==> src/rtl/phase_step_ctrl.sv <==
module phase_step_ctrl #(
  parameter int MODE          = 2,
  parameter int FIXED_OFFSET  = 0,
  parameter int SETTLE_CYCLES = 4,
  parameter int LIMIT         = 255,
  parameter int OFS_W         = 9
) (
  input  logic                    clk,
  input  logic                    rst_n,
  input  logic                    step_en,
  input  logic                    step_up,
  output logic signed [OFS_W-1:0] offset,
  output logic                    step_done,
  output logic                    overflow
);

  localparam int CNT_W = $clog2(SETTLE_CYCLES + 1);
  localparam logic signed [OFS_W-1:0] TOP  = OFS_W'(LIMIT);
  localparam logic signed [OFS_W-1:0] BOT  = OFS_W'(-LIMIT);
  localparam logic signed [OFS_W-1:0] ONE  = OFS_W'(1);
  localparam logic signed [OFS_W-1:0] INIT = (MODE == 1) ? OFS_W'(FIXED_OFFSET) : '0;
  localparam logic [CNT_W-1:0] WAIT0 = CNT_W'(SETTLE_CYCLES - 1);

  logic signed [OFS_W-1:0] ofs_q;
  logic [CNT_W-1:0] cnt_q;
  logic busy_q, dir_q, done_q, ovf_q;

  wire accept  = (MODE == 2) && step_en && !busy_q;
  wire finish  = busy_q && (cnt_q == '0);
  wire blocked = dir_q ? (ofs_q == TOP) : (ofs_q == BOT);

  always_ff @(posedge clk or negedge rst_n) begin
    if (!rst_n) begin
      ofs_q  <= INIT;
      cnt_q  <= '0;
      busy_q <= 1'b0;
      dir_q  <= 1'b0;
      done_q <= 1'b0;
      ovf_q  <= 1'b0;
    end else begin
      done_q <= finish;
      if (accept) begin
        busy_q <= 1'b1;
        cnt_q  <= WAIT0;
        dir_q  <= step_up;
      end else if (finish) begin
        busy_q <= 1'b0;
        ovf_q  <= blocked;
        if (!blocked) ofs_q <= dir_q ? ofs_q + ONE : ofs_q - ONE;
      end else if (busy_q) begin
        cnt_q <= cnt_q - CNT_W'(1);
      end
    end
  end

  assign offset    = ofs_q;
  assign step_done = done_q;
  assign overflow  = ovf_q;

  a_r2_in_range: assert property (@(posedge clk) disable iff (!rst_n)
    offset >= BOT && offset <= TOP);

  a_r4_single_pulse: assert property (@(posedge clk) disable iff (!rst_n)
    step_done |=> !step_done);

  a_r4_moves_with_done: assert property (@(posedge clk) disable iff (!rst_n)
    !$stable(offset) |-> step_done);

  a_r3_unit_step: assert property (@(posedge clk) disable iff (!rst_n)
    (step_done && !overflow) |->
      (offset == $past(offset) + ONE || offset == $past(offset) - ONE));

  a_r6_hold_at_bound: assert property (@(posedge clk) disable iff (!rst_n)
    (step_done && overflow) |-> $stable(offset));

endmodule

==> config.mk <==
export PLATFORM = sky130hd
export DESIGN_NAME = phase_step_ctrl
export DESIGN_NICKNAME = d
export VERILOG_FILES = /design/src/rtl/phase_step_ctrl.sv
export SDC_FILE = /design/constraint.sdc
export NUM_CORES = 1
export LEC_CHECK = 0
export ABC_CLOCK_PERIOD_IN_PS = 2400
export CAP_MARGIN = 20
export CORE_UTILIZATION = 52
export DETAILED_ROUTE_END_ITERATION = 12
export PLACE_DENSITY = 0.79
export SLEW_MARGIN = 25
export SYNTH_ARGS = -nofsm -noshare
export SYNTH_HDL_FRONTEND = slang
export SYNTH_SLANG_ARGS = --single-unit
export TNS_END_PERCENT = 1
==> constraint.sdc <==
create_clock -name clk -period 2.4 [get_ports clk]
set_input_delay 0.6 -clock clk [delete_from_list [all_inputs] [get_ports clk]]
set_output_delay 0.6 -clock clk [all_outputs]
set_load 0.1 [all_outputs]
==> reports/metrics.cfg <==
[clocking]
post_cts_buffers = 0
clock_slew_at_reported_path_ffs_ns = 0.10
clk-insertion-delay-late_ns = 0.29
cts-buffers-inserted = 3
htree_num_levels = 1
post_cts_sizing_count = 0
holdBufCountCts = 0
clock_tree.root_cell = sky130_fd_sc_hd__clkbuf_4
tritoncts = yes
cts_max_path_buffers = 2
cts.sink_count = 16

[route]
num_vias = 801
drc = 0
post_drt_wl_per_cell_um = 12.88
ant_nets = 0
drt_pre_antenna_iters = 4
via_per_inst = 5.524
totalWireLength_um = 1867
drt-initial-drc-count = 14

[sta]
final.period_utilization_pct = 89.16
post-route-min-period_ns = 2.140
finClkSkew_ns = 0.009563
timing.max_slew.rel_slack_pct = 73.73
timing.hold.ws_ns = 0.4927
timing.final.setup_violations = 0
max_freq_ghz = 0.4673
rsz0062_at_grt = false
final_hold_viol_count = 0
worst_slew_pin_slew_ns = 0.3928
timing_max_transition_violations_final = 0
finalSetupTns_ns = 0

[synthesis]
yosys.area_share.simple_pct = 10.59
syn-mean-instance-area_um2 = 10.16
synth_top_flop_cell = sky130_fd_sc_hd__dfrtp_1
synth-compound-area-share_pct = 24.38
synth_sequential_area_ratio_pct = 39.41
syn-cell-area_mm2 = 0.001016
muxShareOfSynthArea_pct = 1.970
syn_inst = 100
combinational_family_with_the_most_area_after_synthesis = compound AO/OA/AOI/OAI gates
asyncSetResetFlopFracSynth_pct = 100.0
post_synth_num_cell_types = 32
synth_xor_area_share_pct = 6.034
synth_edf_count = 0
flip_flop_and_latch_count_after_synthesis = 16
synth_fa_ha_area_share_pct = 14.29
warning_count_from_the_yosys_run = 0
synth_fp_nets = 115

[global_routing]
antenna_violations_before_repair = 0
grt_max_degree = 10
global_route_wire_length_before_repair_um = 3105
first_global_vias = 707
overall_global_routing_resource_usage_pct = 20.20
globalRouteOverflowTotal = 0

[finish]
fillerInstances = 152
mostFrequentLayoutCell = sky130_fd_sc_hd__dfrtp_1
register_area_um2 = 401.6
antennaDiodeCount = 0
areaGrowthSynthToFinish_pct = 18.97
layout-drive-gt1-share_pct = 19.17
layout_common_cells = sky130_fd_sc_hd__dfrtp_1 (15), sky130_fd_sc_hd__buf_4 (14), sky130_fd_sc_hd__o21ai_0 (10), sky130_fd_sc_hd__ha_1 (10), sky130_fd_sc_hd__nand2_1 (8)
multi_input_comb_area_um2 = 581.8
design.final.nets = 136

[placement]
hpwl_detailed_um = 1489
portBuffers = 14
gp_routability_congestion = 0.8055

[die]
initial_core_util_pct = 56.98
chipWidth_um = 46.20
design.core.area_mm2 = 0.001783
die_y_um = 46.20
rows = 15
io-pin-count = 15
die_area_mm2 = 0.002134

[hold_path]
worst_hold_path_type = flop to flop
worstHoldStart = cnt_q[0]

[critical_path]
crit_path_end = offset[6]
worstSetupEndpointType = flop
critPathLaunch = dir_q
worst-setup-path-type = flop to flop
worst_ep_required_time_ns = 2.61
crit_arrival_ns = 2.35
critical_path.max_fanout = 9
critical_path.reg2reg.startpoint = dir_q
r2r_cells = 7
critical_path.reg2reg.endpoint = offset[6]
cp-start-kind = flop
ff2ff_setup_slack_ns = 0.26

[status]
status = completed

[flow_run]
max-cap-violations = 0

==> area by class of cell <==
cell class,count,share of cell area (%)
tap,25,2.588
multi-input combinational,77,48.14
timing repair buffer,17,11.18
sequential,16,33.23
inverter,6,1.863
clock buffer,4,3.002
==> cells by family (layout without fill, tap and decap cells) <==
logic type / count (synthesis) / after routing
buf+inv: 7 / 27
simple gates: 22 / 22
fa+ha+maj: 11 / 11
xor+xnor: 7 / 7
compound gates: 35 / 35
flops: 16 / 16
mux: 2 / 2
==> metal layers <==
layer	GRT usage, %	vias to the layer above	wire length [um]
met4	1.765	0	0
met1	26.05	386	907
li1	-	400	-
met5	0	-	0
met2	36.34	15	899
met3	3.529	0	61
==> stage by stage <==
| step | instance area, um^2 | cells | setup slack, ns | utilization [%] |
|---|---|---|---|---|
| detailed placement | 1172 | 141 | 0.2921 | 65.75 |
| CTS | 1209 | 145 | 0.2672 | 67.79 |
| global route | 1209 | 145 | 0.1243 | 67.79 |
| floorplan | 1017 | 100 | 0.04616 | - |
| finish | 1209 | 145 | 0.2602 | 67.79 |
| global placement | 1172 | 141 | 0.3351 | 65.75 |
==> cells in the mapped netlist, types with 2 or more instances <==
master	n	share of area, %
sky130_fd_sc_hd__o311ai_0	2	1.7
sky130_fd_sc_hd__a31oi_1	2	1.2
sky130_fd_sc_hd__xnor2_1	2	1.7
sky130_fd_sc_hd__dfrtp_1	16	39
sky130_fd_sc_hd__nor3_1	2	0.99
sky130_fd_sc_hd__o21ai_0	10	4.9
sky130_fd_sc_hd__ha_1	10	12
sky130_fd_sc_hd__a211oi_1	2	1.5
sky130_fd_sc_hd__a21o_1	2	1.5
sky130_fd_sc_hd__inv_1	6	2.2
sky130_fd_sc_hd__nand2b_1	2	1.2
sky130_fd_sc_hd__o21a_1	6	4.4
sky130_fd_sc_hd__nor2_1	5	1.8
sky130_fd_sc_hd__mux2i_1	2	2.0
sky130_fd_sc_hd__nand2_1	8	3.0
sky130_fd_sc_hd__xor2_1	5	4.3
sky130_fd_sc_hd__a21oi_1	3	1.5
==> worst min-delay path by stage <==
stage,endpoint,slack [ns],depth (start not counted)
5_1_grt,cnt_q[0],0.53,1
2_1_floorplan,busy_q,0.30,0
4_1_cts,cnt_q[0],0.50,1
3_3_place_gp,cnt_q[0],0.47,1
3_5_place_dp,overflow,0.49,1
6_report,cnt_q[0],0.49,1
==> registers in the layout, summed over array words and instances, names as in the netlist <==
register   flops
offset         9
cnt_q          3
busy_q         1
dir_q          1
overflow       1
step_done      1
==> critical path, stage by stage, from the launching register on <==
cell and delay, ns:
sky130_fd_sc_hd__dfrtp_1 0.43, sky130_fd_sc_hd__inv_1 0.26, sky130_fd_sc_hd__ha_1 0.34, sky130_fd_sc_hd__nor2b_1 0.17
sky130_fd_sc_hd__o31a_1 0.28, sky130_fd_sc_hd__o21a_1 0.20, sky130_fd_sc_hd__o21a_1 0.18, sky130_fd_sc_hd__o31ai_2 0.21
Power is left out: the tool's default activity adds up to more than one toggle a clock period on the data nets, which glitch-free logic cannot reach.
